===== config.mk =====
export PLATFORM = sky130hd
export DESIGN_NAME = pmp_prio_scan
export DESIGN_NICKNAME = d
export VERILOG_FILES = /design/src/rtl/pmp_pkg.sv /design/src/rtl/pmp_prio_scan.sv
export SDC_FILE = /design/constraint.sdc
export NUM_CORES = 1
export LEC_CHECK = 0
export BUFFER_PORTS_ARGS = -buffer_cell sky130_fd_sc_hd__buf_2
export CAP_MARGIN = 20
export CELL_PAD_IN_SITES_DETAIL_PLACEMENT = 1
export CELL_PAD_IN_SITES_GLOBAL_PLACEMENT = 1
export CORE_AREA = 2 2 54 56
export DETAILED_ROUTE_END_ITERATION = 16
export DIE_AREA = 0 0 56 58
export MAX_ROUTING_LAYER = met4
export PLACE_DENSITY_LB_ADDON = 0.1
export SLEW_MARGIN = 20
export SYNTH_ARGS = -nofsm -noshare
export SYNTH_HDL_FRONTEND = slang
export SYNTH_SLANG_ARGS = --single-unit

===== constraint.sdc =====
create_clock -name vclk -period 3.34
set_input_delay 0.334 -clock vclk [all_inputs]
set_output_delay 0.334 -clock vclk [all_outputs]
set_load 0.01 [all_outputs]

===== src/rtl/pmp_pkg.sv =====
package pmp_pkg;
  localparam int CFG_W     = 8;
  localparam int CFG_R     = 0;
  localparam int CFG_W_BIT = 1;
  localparam int CFG_X     = 2;
  localparam int CFG_A_LO  = 3;
  localparam int CFG_A_HI  = 4;
  localparam logic [1:0] MODE_MACHINE = 2'd3;
  localparam logic [2:0] PERM_ALL     = 3'b111;

  typedef enum logic [1:0] {
    HIT_NONE    = 2'd0,
    HIT_PARTIAL = 2'd1,
    HIT_FULL    = 2'd2
  } hit_kind_e;
endpackage


===== src/rtl/pmp_prio_scan.sv =====
module pmp_prio_scan
  import pmp_pkg::*;
#(
  parameter int N_ENT = 16,
  localparam int IDX_W = (N_ENT > 1) ? $clog2(N_ENT) : 1
) (
  input  logic [N_ENT-1:0] first_in,
  input  logic [N_ENT-1:0] last_in,
  input  logic [N_ENT-1:0] active,
  output hit_kind_e        kind,
  output logic [IDX_W-1:0] idx
);
  always_comb begin
    logic found;
    found = 1'b0;
    kind  = HIT_NONE;
    idx   = '0;
    for (int i = 0; i < N_ENT; i++) begin
      if (!found) begin
        if (first_in[i] ^ last_in[i]) begin
          found = 1'b1;
          kind  = HIT_PARTIAL;
          idx   = IDX_W'(i);
        end else if (first_in[i] && last_in[i] && active[i]) begin
          found = 1'b1;
          kind  = HIT_FULL;
          idx   = IDX_W'(i);
        end
      end
    end
  end
endmodule


==> impl_metrics.yaml <==
outcome:
  status: "finished clean"
global_route:
  grtUsageTotal: 0.1568
  grt_max_degree: 8
  grt_antenna_before_repair: 0
  grt_pass1_wl_um: 4202
  gr-total-overflow: 0
  grt_pass1_vias: 1042
timing:
  slew_violations: 0
  fmax_ghz: 0.4118
  hold_ws_ns: 1.172
  slew_headroom: 0.6941
  setup_viol: 0
  fin_crit_sh: 0.7270
  grt_setup_unrepaired: "false"
  hold_viol_final: 0
  fin_setup_tns_ns: 0
  tightest_slew_ns: 0.4589
  finalCriticalPeriod_ns: 2.428
drt:
  final_antenna_net_count: 0
  drt_iter0_drc: 12
  firstDrtPassIters: 4
  viasPerCell: 5.432
  drt_wl_total_um: 2513
  vias: 1043
  drc: 0
  wl_per_cell_um: 13.09
setup_path:
  cp_cell_sequence: "buf_2 > ha_1 > a21oi_4 > nand4_4 > or3_1 > o21ai_0 > o22ai_1 > buf_2"
  end_kind: "primary output"
  crit_family: "compound AO/OA/AOI/OAI gates"
  cp_slowest_stage_delay_ns: 0.42
  crit_required_ns: 3.01
  criticalPathCategory: "input port to primary output"
  crit_top_cell: "buf_2"
  worstSetupStartpointType: "input port"
  cp.arrival_ns: 2.09
  crit_fanout: 7
  cp_num_buf_inv: 2
  cpMaxStageDelayCell: "or3_1"
power_and_ir_drop:
  max-vdd-ir-drop_mv: 0.06323
  powerDensity_nw_per_um2: 145.9
  power_leakage_nw: 0.5142
  p_total_w: 0.0001583
place:
  postPlaceCellArea_um2: 1085
  port_buffers: 54
  dp_hpwl_um: 2377
  gp_congestion: 0.7856
cells_and_area:
  layout-drive-gt1-share: 0.3913
  antenna_cells: 0
  final_common_cell: "buf_2"
  fin_area_um2: 1085
  register_area_um2: 0
  n_fill_cell: 369
  area_delta_synth_final_pct: 39.84
  n_clock_buffer: 0
  nFlopsAndLatches: 0
  most-common-layout-cells: "buf_2, nand2_1, a21oi_1"
  final_nets: 227
  finish.utilization: 0.4074
yosys:
  synth_top_cell_by_area: "ha_1"
  synthTopCellsByArea: "ha_1, a21oi_1, nand2_1"
  netlist-cell-type-count: 31
  synth_nets: 171
  synth_top_area_frac: 0.2581
  syn_avg_cell_area_um2: 7.250
  syn_area_um2: 775.7
  yosysWarnings: 0
  ys_seq_area_frac: 0
  syn_inst: 107
cts:
  ctsHoldBuffers: 0
  ctsResizeCount: 0
  post-cts-setup-buffer-count: 0
worst_hold_path:
  hold_class: "input port to primary output"
floorplanning:
  num_rows: 19
  die_h_um: 58
  initial_core_util: 0.2914
  dieArea_um2: 3248
  die_w_um: 56
  io_pins: 54
  core_area_um2: 2663
flow_run:
  max-cap-violations: 0
==> layer usage <==
| layer | track usage | wire length (µm) | up-vias |
|---|---|---|---|
| met2 | 0.3059 | 1316 | 32 |
| met1 | 0.1873 | 1055 | 471 |
| met4 | 0 | 0 | 0 |
| li1 | - | - | 540 |
| met3 | 0.01116 | 141 | 0 |
| met5 | - | 0 | - |
==> synth_stat cells (all sizes together), types with 2 or more instances <==
cell,instances
a21oi,22
nand2,17
ha,16
o21ai,7
a21boi,4
a22oi,4
a31oi,4
nor2,4
nor3,4
and2,3
nand3,3
a41oi,2
nand4,2
o21a,2
o31ai,2
==> worst min-delay path: cells and delay by family <==
kind                   cells  cell delay, ns
buffers and inverters      2            0.26
AOI/OAI and AO/OA          2            0.24
==> cells by family (layout without fill, tap and decap cells) <==
kind of cell             after synthesis  count (layout)  share of synthesized area
AO/OA/AOI/OAI                         54              54                     0.4742
AND/OR/NAND/NOR                       36              36                     0.2629
adder cells (fa/ha/maj)               16              16                     0.2581
buffers and inverters                  1              55                   0.004834
==> through the flow <==
| step | std cells | worst slack [ns] |
|---|---|---|
| 2_1_floorplan | 107 | 1.305 |
| 3_3_place_gp | 192 | 0.8968 |
| 3_5_place_dp | 192 | 0.8836 |
| 4_1_cts | 192 | 0.8766 |
| 5_1_grt | 192 | 0.7356 |
| 6_report | 192 | 0.9117 |
==> layout make-up <==
type                       count  area (µm²)  share of cell area
inverter                       1       3.754            0.003460
multi-input combinational    106       772.0              0.7116
tap                           31       38.79             0.03576
timing repair buffer          54       270.3              0.2491
==> path summary, 6_finish.rpt <==
| kind | start | end | slack [ns] | cells past startpoint |
|---|---|---|---|---|
| worst max-delay path | first_in[2] | idx[0] | 0.91 | 8 |
| worst min-delay path | active[2] | idx[1] | 1.17 | 4 |
==> where the power goes <==
group          leakage, nW  internal, W  switching (W)
combinational        0.514    0.0000696      0.0000886
sequential               0            0              0
clock                    0            0              0
total                0.514    0.0000696      0.0000886
No activity file was read; power rests on OpenSTA's default activity.
